File: config.mk
export PLATFORM = sky130hd
export DESIGN_NAME = line_encoder
export DESIGN_NICKNAME = d
export VERILOG_FILES = /design/src/rtl/line_enc_pkg.sv /design/src/rtl/enc_ctrl.sv /design/src/rtl/enc_datapath.sv /design/src/rtl/line_encoder.sv
export SDC_FILE = /design/constraint.sdc
export NUM_CORES = 1
export LEC_CHECK = 0
export CORE_AREA = 2 2 39 41
export DETAILED_ROUTE_END_ITERATION = 10
export DIE_AREA = 0 0 41 43
export DONT_BUFFER_PORTS = 1
export SETUP_SLACK_MARGIN = 0.1
export SYNTH_ARGS = -nofsm -noshare
export SYNTH_HDL_FRONTEND = slang
export SYNTH_SLANG_ARGS = --single-unit
File: constraint.sdc
create_clock -name clk -period 2 [get_ports clk]
set_clock_uncertainty 0.15 [all_clocks]
set_input_delay 0.5 -clock clk [delete_from_list [all_inputs] [get_ports clk]]
set_output_delay 0.5 -clock clk [all_outputs]
set_load 0.005 [all_outputs]
File: src/rtl/line_enc_pkg.sv
package line_enc_pkg;

  typedef enum logic [2:0] {
    CODE_NRZ        = 3'b000,
    CODE_NRZB       = 3'b001,
    CODE_NRZI_MARK  = 3'b010,
    CODE_NRZI_SPACE = 3'b011,
    CODE_FM1        = 3'b100,
    CODE_FM0        = 3'b101,
    CODE_MANCH      = 3'b110,
    CODE_DMANCH     = 3'b111
  } lineCode_e;

  typedef struct packed {
    logic cellStart;
    logic midCell;
    logic dataBit;
  } encStrobe_t;

endpackage

File: src/rtl/enc_ctrl.sv
module enc_ctrl
  import line_enc_pkg::*;
#(
  parameter lineCode_e RESET_CODE = CODE_NRZ
) (
  input  logic       clk,
  input  logic       rstN,
  input  logic [2:0] modeSel,
  input  logic       frameActive,
  input  logic       bitEn,
  input  logic       halfEn,
  input  logic       dataIn,
  output encStrobe_t strobe,
  output lineCode_e  curMode
);

  // Code is captured only while idle
  always_ff @(posedge clk) begin
    if (!rstN)             curMode <= RESET_CODE;
    else if (!frameActive) curMode <= lineCode_e'(modeSel);
  end

  always_comb begin
    strobe.cellStart = bitEn;
    strobe.midCell   = halfEn && !bitEn;
    strobe.dataBit   = dataIn;
  end

  // a frame in progress freezes the code in use
  p_mode_frozen_r10: assert property (@(posedge clk) disable iff (!rstN)
    frameActive |=> $stable(curMode));

endmodule

File: src/rtl/enc_datapath.sv
module enc_datapath
  import line_enc_pkg::*;
#(
  parameter logic IDLE_LEVEL = 1'b1
) (
  input  logic       clk,
  input  logic       rstN,
  input  encStrobe_t strobe,
  input  lineCode_e  curMode,
  output logic       lineOut
);

  logic lineQ, heldBit, nextLine;

  always_comb begin
    nextLine = lineQ;
    if (strobe.cellStart) begin
      unique case (curMode)
        CODE_NRZ:        nextLine = strobe.dataBit;
        CODE_NRZB:       nextLine = !strobe.dataBit;
        CODE_NRZI_MARK:  nextLine = strobe.dataBit ? !lineQ : lineQ;
        CODE_NRZI_SPACE: nextLine = strobe.dataBit ? lineQ : !lineQ;
        CODE_FM1,
        CODE_FM0:        nextLine = !lineQ;
        CODE_MANCH:      nextLine = strobe.dataBit;
        CODE_DMANCH:     nextLine = strobe.dataBit ? lineQ : !lineQ;
        default:         nextLine = lineQ;
      endcase
    end else if (strobe.midCell) begin
      unique case (curMode)
        CODE_FM1:    nextLine = heldBit ? !lineQ : lineQ;
        CODE_FM0:    nextLine = heldBit ? lineQ : !lineQ;
        CODE_MANCH:  nextLine = !heldBit;
        CODE_DMANCH: nextLine = !lineQ;
        default:     nextLine = lineQ;
      endcase
    end
  end

  always_ff @(posedge clk) begin
    if (!rstN) begin
      lineQ   <= IDLE_LEVEL;
      heldBit <= 1'b0;
    end else begin
      lineQ <= nextLine;
      if (strobe.cellStart) heldBit <= strobe.dataBit;
    end
  end

  assign lineOut = lineQ;

  // no strobe, no movement
  p_hold_quiet_r11: assert property (@(posedge clk) disable iff (!rstN)
    !(strobe.cellStart || strobe.midCell) |=> $stable(lineOut));

  // FM codes always move at cell start
  p_fm_start_edge_r6: assert property (@(posedge clk) disable iff (!rstN)
    strobe.cellStart && (curMode == CODE_FM1 || curMode == CODE_FM0)
    |=> lineOut != $past(lineOut));

  // plain code copies the data bit
  p_nrz_copy_r2: assert property (@(posedge clk) disable iff (!rstN)
    strobe.cellStart && curMode == CODE_NRZ |=> lineOut == $past(strobe.dataBit));

  // both Manchester forms move at mid-cell
  p_manch_mid_edge_r9: assert property (@(posedge clk) disable iff (!rstN)
    strobe.midCell && (curMode == CODE_MANCH || curMode == CODE_DMANCH)
    |=> lineOut != $past(lineOut));

endmodule

File: src/rtl/line_encoder.sv
module line_encoder
  import line_enc_pkg::*;
#(
  parameter logic IDLE_LEVEL = 1'b1
) (
  input  logic       clk,
  input  logic       rstN,
  input  logic [2:0] modeSel,
  input  logic       frameActive,
  input  logic       bitEn,
  input  logic       halfEn,
  input  logic       dataIn,
  output logic       lineOut
);

  encStrobe_t strobe;
  lineCode_e  curMode;

  enc_ctrl #(.RESET_CODE(CODE_NRZ)) u_ctrl (
    .clk(clk), .rstN(rstN), .modeSel(modeSel), .frameActive(frameActive),
    .bitEn(bitEn), .halfEn(halfEn), .dataIn(dataIn),
    .strobe(strobe), .curMode(curMode)
  );

  enc_datapath #(.IDLE_LEVEL(IDLE_LEVEL)) u_dp (
    .clk(clk), .rstN(rstN), .strobe(strobe), .curMode(curMode), .lineOut(lineOut)
  );

  // reset leaves the line at its idle level
  p_reset_level_r1: assert property (@(posedge clk)
    !rstN |=> lineOut == IDLE_LEVEL);

endmodule

* After elaboration in Yosys (flattened, before gate mapping)
Cells that the tools add are included.
** Storage, ports and cells
- Register bits :: 5
- Memory bits (writable) :: 0
- Memories :: 0
- Input port bits :: 9
- ROM bits :: 0
- Logic and storage cells :: 34
- Output and inout bits :: 1
- Latch bits :: 0
** Cells by class
- Multiply operators :: 0
- Bitwise operators :: 0
- Mux-type cells :: 8
- Eq/ne operators :: 11
- Order comparisons :: 0
- Add/sub/neg operators :: 0
- Divide/modulo/power cells :: 0
- Shifts and indexed selects :: 0
- Reduce and logical (&&, ||, !) cells :: 12
** Operator list (number)
- $eq 3x3->1 const B :: 4
- $ne 3x3->1 const B :: 3
- $eq 3x2->1 const B :: 2
- $mux 1 :: 6
- $reduce_and 6->1 :: 1
- $reduce_or 2->1 :: 3
- $pmux 1 s5 :: 1
- $reduce_bool 5->1 :: 1
- $logic_not 1->1 :: 4
- $pmux 1 s4 :: 1
- $eq 3x1->1 const B :: 1
- $logic_not 3->1 :: 1
- $ne 3x2->1 const B :: 1
- $reduce_bool 2->1 :: 1
- $logic_and 1x1->1 :: 1

* Longest topological paths before layout
Gate-level depths: netlist of the first run.
- Depth after elaboration :: 5
- Depth in mapped cells :: 5
- Gate-level depth less buffers :: 4

* Hierarchy
Synthesis of the first run repeated with hierarchy kept, for this count alone.
** Second synthesis, totals
- Cell total of the unflattened synthesis :: 38
- Area, all modules :: 347.8 µm²
** By module, submodules not included
- enc_datapath :: seq. area each 40.0 µm², cells each 26, area each 217.7 µm², times used 1
- enc_ctrl :: seq. area each 60.1 µm², cells each 12, area each 130.1 µm², times used 1

* Least setup slack after synthesis of the first run
Ideal clock, no wire load.
- Path type :: input -> register
- From :: in bitEn
- To :: reg u_dp.lineQ (netlist: u_dp.lineOut)
- Path slack :: 442 ps
- Data required time :: 1725 ps
- Setup time :: 125 ps
- Data arrival time :: 1283 ps
- Path buffers :: 1
- Cell stages on the path :: 5
- Cells stage by stage :: buf_4 > a21oi_1 > a2111oi_2 > a311o_1 > o211ai_2
** Between the ends
- Cells in the longest elaborated chain, start to end :: 4
- Elaborated cells between the ends (all ways) :: 10
- Classes of those cells :: eq/ne: 4; mux: 1; reduce/logical: 5
** Ends and longest elaborated chain
- from (decl) :: RTL line line_encoder.sv:10 : input logic bitEn,
- $logic_not 1->1 :: RTL line enc_ctrl.sv:25 : strobe.midCell = halfEn && !bitEn;
- $logic_and 1x1->1 :: RTL line enc_ctrl.sv:25
- $reduce_bool 2->1 (no line)
- $reduce_and 6->1 (no line)
- to (signal assigned) :: RTL line enc_datapath.sv:45 : lineQ <= nextLine;
- to (decl) :: RTL line enc_datapath.sv:13 : logic lineQ, heldBit, nextLine;
Parallel ways exist; a longest one is shown, timed or not.
A chain may end at the register's enable or synchronous reset.

* Worst setup path in the final report of the first run
- From :: reg u_ctrl.curMode[1]
- To :: reg u_dp.lineQ (netlist: u_dp.lineOut)
** Between the ends
- Cells in the longest elaborated chain, start to end :: 4
- Elaborated cells between the ends (all ways) :: 21
- Classes of those cells :: eq/ne: 11; mux: 4; reduce/logical: 6
** Ends and longest elaborated chain
- from (decl) :: RTL line enc_ctrl.sv:14 : output lineCode_e curMode
- from (signal assigned) :: RTL line enc_ctrl.sv:20 : else if (!frameActive) curMode <= lineCode_e'(modeSel);
- $eq 3x2->1, or another cell as far along :: RTL line enc_datapath.sv:18 : unique case (curMode)
- $reduce_or 2->1 (no line), or another cell as far along
- $ne 3x3->1 (no line), or another cell as far along
- $reduce_and 6->1 (no line) / $mux 1 (equally long branches)
Parallel ways exist; a longest one is shown, timed or not. The select of a mux whose other input is x is not followed.

==> impl_metrics.sql, run 1 <==
INSERT INTO impl_metrics (metric_group, metric, value, unit) VALUES
('status', 'run_status', 'completed', ''),
('grt', 'grt_util_all_layers', '8.45', '%'),
('critical_path', 'worst_ep_required_time', '1.97', 'ns'),
('placement', 'hpwlAfterDp', '506', 'µm'),
('route', 'drtIter0Drc', '0', ''),
('route', 'finalWirelength', '657', 'µm'),
('critical_path', 'worst_ep_arrival_time', '1.49', 'ns'),
('sta', 'post-route-min-period', '1.52', 'ns'),
('final_layout', 'diodes', '0', ''),
('grt', 'gr-total-overflow', '0', ''),
('floorplan', 'floorplan.initialDensity', '25.3', '%'),
('floorplan', 'core-area', '1380', 'µm²'),
('route', 'drtPass1Iterations', '1', ''),
('floorplan', 'floorplan.rows', '14', ''),
('synthesis', 'synth_cells', '35', ''),
('cts', 'clk_path_buf_depth', '2', ''),
('critical_path', 'critical_path.slowest_cell', 'dfxtp_1', ''),
('grt', 'wire_length_of_the_first_global_routing_pass', '966', 'µm'),
('cts', 'ctsHtreeMaxLevel', '1', ''),
('route', 'met2RoutedLength', '265', 'µm'),
('placement', 'port_buffers', '0', ''),
('route', 'drc_errors', '0', ''),
('power_and_ir_drop', 'power_density', '733', 'nW/µm²'),
('cts', 'cts_tree', 'built', ''),
('grt', 'grt_pass1_vias', '248', ''),
('route', 'dr_total_vias', '267', ''),
('synthesis', 'syn-cell-area', '350', 'µm²'),
('cts', 'cts.hold.buffers_added', '0', ''),
('floorplan', 'ios', '10', ''),
('grt', 'grt_max_degree', '10', ''),
('synthesis', 'synth.yosys.warnings', '0', ''),
('sta', 'final.period_utilization', '76.0', '%'),
('sta', 'timing.setup.tns', '0', 'ns'),
('sta', 'unrepaired_setup_endpoints_after_global_routing', 'false', ''),
('critical_path', 'critical_path_buf_inv_count', '0', ''),
('critical_path', 'crit_chain', 'nor3_1, a2111oi_2, a311o_1, o211ai_2', ''),
('critical_path', 'worst-setup-path-type', 'register to register', ''),
('sta', 'finalSetupViolations', '0', ''),
('sta', 'hold_viol', '0', ''),
('critical_path', 'critPathCaptureType', 'register', ''),
('cts', 'cell_at_the_root_of_the_clock_tree', 'clkbuf_4', ''),
('final_layout', 'layout_commonest_cell', 'mux2i_1', ''),
('cts', 'numCtsBuffers', '3', ''),
('run', 'drv_cap', '0', ''),
('route', 'wl_met3', '68', 'µm'),
('route', 'route.detailed.wl_per_inst', '12.4', 'µm'),
('cts', 'count_of_buffers_added_by_post_cts_timing_repair_for_setup', '0', ''),
('sta', 'max_clock_freq', '0.658', 'GHz'),
('power_and_ir_drop', 'vdd.ir_drop.worst', '333', 'µV'),
('sta', 'timing.hold.ws', '0.179', 'ns'),
('final_layout', 'final_non_filler_cell_area', '378', 'µm²'),
('cts', 'clk_pin_slew', '0.04', 'ns'),
('placement', 'placed_cell_area', '352', 'µm²'),
('min_path', 'worst_hold_path.num_cells', '1', ''),
('synthesis', 'synth.net_count', '44', ''),
('floorplan', 'die-height', '43', 'µm'),
('grt', 'antenna_violations_before_repair', '0', ''),
('power_and_ir_drop', 'cellLeakagePower', '0.000151', 'µW'),
('final_layout', 'layout.core_utilization', '27.3', '%'),
('route', 'vias_per_cell', '5.04', ''),
('critical_path', 'worst-r2r-cell-count', '4', ''),
('synthesis', 'synthesis.area_per_instance', '10.0', 'µm²'),
('synthesis', 'share_of_the_yosys_chip_area_belonging_to_registers', '28.6', '%'),
('sta', 'slew_violations', '0', ''),
('critical_path', 'worstPathMaxFanout', '9', ''),
('floorplan', 'floorplan.die_area', '1760', 'µm²'),
('cts', 'post_cts_resized', '0', ''),
('critical_path', 'crit_start_category', 'register', ''),
('sta', 'worst-slew-pin-transition', '0.346', 'ns'),
('route', 'met1Wirelength', '323', 'µm'),
('critical_path', 'timing.critical_path.slowest_cell_delay', '0.52', 'ns');
[synthesized netlist by cell type]
cell type | instances | area [µm²]
xnor2_1 | 1 | 8.76
nand3b_1 | 1 | 7.51
buf_4 | 1 | 7.51
o211ai_2 | 2 | 25.0
buf_6 | 1 | 11.3
nand2_1 | 1 | 3.75
nand2b_1 | 2 | 12.5
nor3_1 | 1 | 5.00
nor2_1 | 1 | 3.75
a31oi_1 | 1 | 6.26
a31o_2 | 1 | 8.76
a21oi_1 | 1 | 5.00
a311o_1 | 1 | 10.0
inv_1 | 1 | 3.75
nand3_1 | 1 | 5.00
mux2i_1 | 6 | 60.1
nor2b_1 | 4 | 25.0
or4b_4 | 1 | 13.8
o22ai_2 | 1 | 12.5
a2111oi_2 | 1 | 15.0
dfxtp_1 | 5 | 100
[stage by stage]
| step | total power (µW) | std cells | setup slack (ns) |
|---|---|---|---|
| floorplan | 164 | 35 | 0.442 |
| global placement | 164 | 49 | 0.468 |
| detailed placement | 166 | 49 | 0.459 |
| CTS | 286 | 53 | 0.471 |
| global route | 296 | 53 | 0.348 |
| finish | 277 | 53 | 0.480 |
[flip-flops by register name, indices dropped and copies added, names as in the netlist]
| name | cells |
|---|---|
| u_ctrl.curMode | 3 |
| u_dp.heldBit | 1 |
| u_dp.lineOut | 1 |
[where the power goes]
group | internal (µW) | switching (µW)
sequential | 107 | 14.0
clock | 75.2 | 38.1
combinational | 26.4 | 16.0
[final cells by class]
cell class	count	area [µm²]
Multi-Input combinational cell	27	228
Inverter	1	3.75
Tap cell	16	20.0
Sequential cell	5	100
Fill cell	164	1010
Clock buffer	4	26.3
[final timing paths]
kind	start	end	slack [ns]
max	u_ctrl.curMode[1]	u_dp.lineOut	0.48
min	rstN	u_dp.lineOut	0.18
max reg2reg	u_ctrl.curMode[1]	u_dp.lineOut	0.48
min reg2reg	u_dp.heldBit	u_dp.heldBit	0.44
[routing by layer]
| layer | global-route usage (%) | vias to the layer above |
|---|---|---|
| li1 | - | 135 |
| met1 | 12.3 | 120 |
| met2 | 9.38 | 12 |
| met3 | 2.09 | 0 |
| met4 | 8.00 | 0 |
| met5 | 0 | - |
[logic make-up after synthesis]
family	Yosys count	share of synthesized area, %
compound gates	8	23.6
xor+xnor	1	2.50
buf+inv	3	6.43
flops	5	28.6
mux	6	17.1
simple gates	12	21.8
[worst register-to-register path, cell delays in order (launching register included)]
cell       delay, ns
dfxtp_1         0.52
nor3_1          0.12
a2111oi_2       0.35
a311o_1         0.18
o211ai_2        0.08
Power figures use the tool's default switching activity.
==> inputs of run 2 (changes only) <==
clock period = 1.3 ns   (was 2 ns; I/O delays follow)
==> run 2 against run 1 <==
  * The flow now finishes with violations (negative setup slack)
  * Worst hold slack got worse by 0.12 ns
  * Worst setup slack got worse by 0.55 ns
  * Sequential share of layout area shrank 3.0 points
  * Clock-buffer cell count unchanged
  * Fmax rose by 11%
  * Utilization increased by 5.8 points
  * Non-clock buffer count up 7
  * Routed wire length rose by 5.9%
  * Critical endpoint unchanged
  * Highest routed layer is now met4
==> impl_metrics.sql, run 2 (synthesized netlist as in run 1, its figures left out) <==
INSERT INTO impl_metrics (metric_group, metric, value, unit) VALUES
('status', 'run_status', 'finished, violations left', ''),
('status', 'violations_in_the_final_reports', 'negative setup slack', ''),
('critical_path', 'worst-r2r-setup-slack', '-0.07', 'ns'),
('final_layout', 'areaGrowthSynthToFinish', '30.7', '%'),
('placement', 'placed_cell_area', '397', 'µm²'),
('sta', 'post-route-min-period', '1.37', 'ns'),
('cts', 'clk_path_buf_depth', '2', ''),
('route', 'finalWirelength', '696', 'µm'),
('grt', 'gr-total-overflow', '0', ''),
('final_layout', 'final-instance-count-excl-fill', '60', ''),
('floorplan', 'floorplan.rows', '14', ''),
('critical_path', 'worst-setup-path-type', 'register to register', ''),
('grt', 'grt_util_all_layers', '9.25', '%'),
('floorplan', 'die-height', '43', 'µm'),
('grt', 'wire_length_of_the_first_global_routing_pass', '1.04', 'mm'),
('final_layout', 'post_route_cells_drive_above_1_share', '40.9', '%'),
('critical_path', 'critPathCaptureType', 'register', ''),
('final_layout', 'layout.cells.most_common_list', 'mux2i_1 (6), buf_4 (6), nor2b_1 (4), clkbuf_4 (3), dfxtp_1 (3)', ''),
('floorplan', 'floorplan.die_area', '1760', 'µm²'),
('floorplan', 'ios', '10', ''),
('final_layout', 'top_register', 'u_ctrl.curMode', ''),
('cts', 'clock_sinks', '5', ''),
('placement', 'hpwlAfterDp', '513', 'µm'),
('min_path', 'worst_hold_path.num_cells', '1', ''),
('final_layout', 'largest_register_ff_count', '3', ''),
('route', 'drtPass1Iterations', '4', ''),
('cts', 'ctsHtreeMaxLevel', '1', ''),
('sta', 'slew_violations', '0', ''),
('final_layout', 'diodes', '0', ''),
('route', 'drtIter0Drc', '5', ''),
('route', 'route.detailed.wl_per_inst', '11.6', 'µm'),
('power_and_ir_drop', 'vdd.ir_drop.worst', '444', 'µV'),
('critical_path', 'timing.critical_path.slowest_cell_delay', '0.51', 'ns'),
('critical_path', 'worst_ep_required_time', '1.32', 'ns'),
('min_path', 'hold_end', 'u_ctrl.curMode[1]', ''),
('critical_path', 'timing.rr.end', 'u_dp.lineOut', ''),
('sta', 'unrepaired_setup_endpoints_after_global_routing', 'true', ''),
('cts', 'clkLatencyLatePin', '0.24', 'ns'),
('floorplan', 'core-area', '1380', 'µm²'),
('cts', 'numCtsBuffers', '3', ''),
('power_and_ir_drop', 'p_total', '455', 'µW'),
('critical_path', 'critical_path.slowest_cell', 'or4b_4', ''),
('sta', 'worst_slack', '-0.0743', 'ns'),
('sta', 'max_clock_freq', '0.728', 'GHz'),
('sta', 'finalSetupViolations', '1', ''),
('grt', 'grt_max_degree', '8', ''),
('final_layout', 'layout.nets', '54', ''),
('power_and_ir_drop', 'power_density', '993', 'nW/µm²'),
('route', 'dr_total_vias', '305', ''),
('cts', 'cts_tree', 'built', ''),
('sta', 'worst-slew-pin-transition', '0.271', 'ns'),
('critical_path', 'worst-r2r-cell-count', '4', ''),
('critical_path', 'worstPathMaxFanout', '7', ''),
('grt', 'antenna_violations_before_repair', '0', ''),
('power_and_ir_drop', 'cellLeakagePower', '0.000191', 'µW'),
('floorplan', 'floorplan.initialDensity', '25.3', '%'),
('cts', 'cell_at_the_root_of_the_clock_tree', 'clkbuf_4', ''),
('critical_path', 'worst_ep_arrival_time', '1.40', 'ns'),
('sta', 'hold_viol', '0', ''),
('grt', 'grt_pass1_vias', '254', ''),
('min_path', 'hold_path.startpoint', 'rstN', ''),
('min_path', 'class_of_the_tightest_hold_or_removal_check', 'primary input to register', ''),
('placement', 'placedCellCount', '55', ''),
('cts', 'count_of_buffers_added_by_post_cts_timing_repair_for_setup', '0', ''),
('cts', 'clk_pin_slew', '0.04', 'ns'),
('sta', 'final.period_utilization', '106', '%'),
('critical_path', 'crit_chain', 'or4b_4, o211ai_2, o22ai_2, o211ai_2', ''),
('sta', 'relSlewSlack', '81.9', '%'),
('floorplan', 'dieWidth', '41', 'µm'),
('route', 'drc_errors', '0', ''),
('critical_path', 'cp_most_frequent_cell', 'o211ai_2', ''),
('run', 'drv_cap', '0', ''),
('placement', 'port_buffers', '0', ''),
('placement', 'place.gp.congestion', '0.672', ''),
('critical_path', 'crit_start_category', 'register', ''),
('route', 'antenna_violating_nets_post_route', '0', ''),
('critical_path', 'crit-reg2reg-launch', 'u_ctrl.curMode[1]', ''),
('route', 'vias_per_cell', '5.08', ''),
('final_layout', 'final_non_filler_cell_area', '458', 'µm²');
==> run 2: routing by layer <==
| metal | vias up | global-route usage, % | wire length, µm |
|---|---|---|---|
| li1 | 149 | - | - |
| met1 | 133 | 13.2 | 312 |
| met2 | 19 | 10.0 | 266 |
| met3 | 4 | 5.24 | 96 |
| met4 | 0 | 6.00 | 21 |
| met5 | - | 0 | 0 |
==> run 2: repair_timing <==
| action | 4_1_cts | 5_1_grt |
|---|---|---|
| hold buffers | 1 | 0 |
| resized for setup | 5 | 1 |
| endpoints found under the setup margin | 1 | 1 |
| pin swaps | 2 | 0 |
| endpoints found under the hold margin | 1 | 0 |
==> run 2: final cells by class <==
type / instances / area (µm²)
repair buffers: 7 / 55.1
fillers: 145 / 926
multi-input cells: 27 / 245
inverters: 1 / 3.75
well taps: 16 / 20.0
flip-flops and latches: 5 / 108
clock buffers: 4 / 26.3
==> run 2: per-stage QoR <==
stage	setup TNS [ns]	hold slack, ns	setup slack (ns)	utilization, %
after global placement	-0.140	0.241	-0.140	28.7
after floorplan	-0.106	0.240	-0.106	-
after CTS	-0.0771	0.0528	-0.0771	32.9
after global routing	-0.125	0.0520	-0.125	33.1
after detailed placement	-0.172	0.243	-0.172	28.7
final	-0.0743	0.0589	-0.0743	33.1
==> run 2: how the worst max path moves through the flow <==
| stage | from | end |
|---|---|---|
| finish | u_ctrl.curMode[1] | u_dp.lineOut |
| global route | u_ctrl.curMode[1] | u_dp.lineOut |
| CTS | u_ctrl.curMode[1] | u_dp.lineOut |
| detailed placement | u_ctrl.curMode[2] | u_dp.lineOut |
| global placement | u_ctrl.curMode[2] | u_dp.lineOut |
| floorplan | u_ctrl.curMode[1] | u_dp.lineOut |
==> run 2: power by group <==
part | switching (µW) | leakage (µW) | internal [µW] | total, µW
registers | 16.5 | 0.0000427 | 164 | 180
clock network | 64.3 | 0.0000150 | 116 | 180
logic | 35.7 | 0.000134 | 58.3 | 94.0
==> run 2: worst max-delay path: cells and delay by family, from the launching register on <==
family | cells | cell delay [ns]
flip-flops | 1 | 0.36
AO/OA/AOI/OAI | 3 | 0.29
AND/OR/NAND/NOR | 1 | 0.51
==> inputs of run 3 (changes only) <==
CTS_BUF_LIST = sky130_fd_sc_hd__clkbuf_8   (was unset)
==> run 3 against run 2 <==
  * The run still ends with negative setup slack left
  * Total power increased by 20%
  * Worst setup slack improved by 0.0024 ns
  * Register-to-register slack about the same
  * Utilization increased by 0.63 points
  * Cell area increased by 1.9%
  * Critical path type unchanged
==> impl_metrics.sql, run 3 (synthesized netlist as in run 1, its figures left out) <==
INSERT INTO impl_metrics (metric_group, metric, value, unit) VALUES
('cts', 'clkLatencyLatePin', '0.22', 'ns'),
('critical_path', 'worst_ep_required_time', '1.30', 'ns'),
('sta', 'timing.hold.ws', '0.0196', 'ns'),
('cts', 'cell_at_the_root_of_the_clock_tree', 'clkbuf_8', ''),
('final_layout', 'diodes', '0', ''),
('power_and_ir_drop', 'power_density', '1170', 'nW/µm²'),
('sta', 'timing.setup.tns', '-0.0719', 'ns'),
('critical_path', 'timing.critical_path.slowest_cell_delay', '0.51', 'ns'),
('cts', 'clk_pin_slew', '0.03', 'ns'),
('floorplan', 'die-height', '43', 'µm'),
('final_layout', 'top_register', 'u_ctrl.curMode', ''),
('placement', 'port_buffers', '0', ''),
('final_layout', 'fill_cells', '146', ''),
('critical_path', 'cp_most_frequent_cell', 'o211ai_2', ''),
('sta', 'post-route-min-period', '1.37', 'ns'),
('placement', 'hpwlAfterDp', '513', 'µm'),
('cts', 'clock_sinks', '5', ''),
('critical_path', 'worst-setup-path-type', 'register to register', ''),
('sta', 'unrepaired_setup_endpoints_after_global_routing', 'true', ''),
('sta', 'hold_viol', '0', ''),
('grt', 'gr-total-overflow', '0', ''),
('final_layout', 'largest_register_ff_count', '3', ''),
('critical_path', 'worstPathMaxFanout', '7', ''),
('sta', 'max_clock_freq', '0.729', 'GHz'),
('power_and_ir_drop', 'vdd.ir_drop.worst', '431', 'µV'),
('floorplan', 'floorplan.initialDensity', '25.3', '%'),
('route', 'route.detailed.wl_per_inst', '11.7', 'µm'),
('sta', 'worst-slew-pin-transition', '0.271', 'ns'),
('route', 'drc_errors', '0', ''),
('route', 'drtIter0Drc', '4', ''),
('grt', 'grt_util_all_layers', '10.1', '%'),
('final_layout', 'layout.nets', '53', ''),
('sta', 'slew_violations', '0', ''),
('run', 'drv_cap', '0', ''),
('floorplan', 'core-area', '1380', 'µm²'),
('final_layout', 'final-instance-count-excl-fill', '59', ''),
('route', 'routed.top_layer', 'met4', ''),
('floorplan', 'floorplan.rows', '14', ''),
('min_path', 'worst_hold_path.num_cells', '1', ''),
('placement', 'placement.setup.worst_slack', '-0.172', 'ns'),
('status', 'run_status', 'finished, violations left', ''),
('placement', 'placedCellCount', '55', ''),
('power_and_ir_drop', 'cellLeakagePower', '0.000199', 'µW'),
('status', 'violations_in_the_final_reports', 'negative setup slack', ''),
('final_layout', 'layout.cells.most_common_list', 'mux2i_1 (6), buf_4 (6), nor2b_1 (4), clkbuf_8 (3), dfxtp_1 (3)', ''),
('route', 'drtPass1Iterations', '3', ''),
('grt', 'wire_length_of_the_first_global_routing_pass', '1.08', 'mm'),
('final_layout', 'multiInputGateArea', '245', 'µm²'),
('grt', 'grt_max_degree', '8', ''),
('cts', 'clk_path_buf_depth', '2', ''),
('critical_path', 'worst_ep_arrival_time', '1.37', 'ns'),
('sta', 'worst_slack', '-0.0719', 'ns'),
('final_layout', 'areaGrowthSynthToFinish', '33.2', '%'),
('cts', 'numCtsBuffers', '3', ''),
('sta', 'finalSetupViolations', '1', ''),
('critical_path', 'critical_path.slowest_cell', 'or4b_4', ''),
('cts', 'cts_tree', 'built', ''),
('route', 'dr_total_vias', '297', ''),
('cts', 'count_of_buffers_added_by_post_cts_timing_repair_for_setup', '0', ''),
('critical_path', 'crit_chain', 'or4b_4, o211ai_2, o22ai_2, o211ai_2', ''),
('floorplan', 'dieWidth', '41', 'µm'),
('floorplan', 'floorplan.die_area', '1760', 'µm²'),
('route', 'met1Wirelength', '307', 'µm'),
('placement', 'place.gp.congestion', '0.672', ''),
('sta', 'final.period_utilization', '106', '%'),
('sta', 'relSlewSlack', '81.9', '%'),
('final_layout', 'layout.area.seq', '108', 'µm²'),
('floorplan', 'ios', '10', ''),
('route', 'vias_per_cell', '5.03', ''),
('route', 'wl_met3', '85', 'µm'),
('route', 'antenna_violating_nets_post_route', '0', ''),
('final_layout', 'post_route_cells_drive_above_1_share', '41.9', '%'),
('critical_path', 'crit_start_category', 'register', ''),
('grt', 'antenna_violations_before_repair', '0', ''),
('critical_path', 'critPathCaptureType', 'register', ''),
('grt', 'grt_pass1_vias', '259', ''),
('min_path', 'class_of_the_tightest_hold_or_removal_check', 'primary input to register', ''),
('route', 'met2RoutedLength', '289', 'µm'),
('route', 'finalWirelength', '692', 'µm'),
('cts', 'ctsHtreeMaxLevel', '1', ''),
('critical_path', 'worst-r2r-cell-count', '4', '');
[run 3: worst paths after layout]
kind	slack (ns)	to	startpoint
max	-0.07	u_dp.lineOut	u_ctrl.curMode[1]
min	0.02	u_dp.lineOut	rstN
max reg2reg	-0.07	u_dp.lineOut	u_ctrl.curMode[1]
min reg2reg	0.44	u_dp.heldBit	u_dp.heldBit
[run 3: where the power goes]
part           internal (µW)  leakage [µW]  switching (µW)  total (µW)
clock network            202     0.0000269            72.3         274
registers                164     0.0000427            16.4         181
logic                   56.4      0.000129            34.8        91.2
total                    423      0.000199             124         546
[run 3: timing repair]
action,in CTS,in global routing
setup endpoints to repair,1,1
hold buffers,0,0
resized for setup,5,1
gates cloned,0,0
pin swaps,2,0
[run 3: final cells by class]
cell class	instances	area share, %
clock buffer	3	8.85
clock inverter	1	0.804
inverter	1	0.804
multi-input combinational	27	52.5
sequential	5	23.1
tap	16	4.29
timing repair buffer	6	9.65
[run 3: layer usage]
metal,GRT usage [%],vias up
li1,-,147
met1,13.9,132
met2,10.0,16
met3,5.24,2
met4,10.0,0
met5,0,-
[run 3: per-stage QoR]
step | area, µm² | util (%) | power, µW
after global placement | 397 | 28.7 | 267
after CTS | 464 | 33.5 | 561
after detailed placement | 397 | 28.7 | 268
final | 467 | 33.7 | 546
after global routing | 467 | 33.7 | 586
after floorplan | 350 | - | 252
[run 3: worst max-delay path, delay by kind of cell (launching register included)]
kind               cells  cell delay [ns]
AOI/OAI and AO/OA      3             0.29
and+or+nand+nor        1             0.51
DFF                    1             0.36
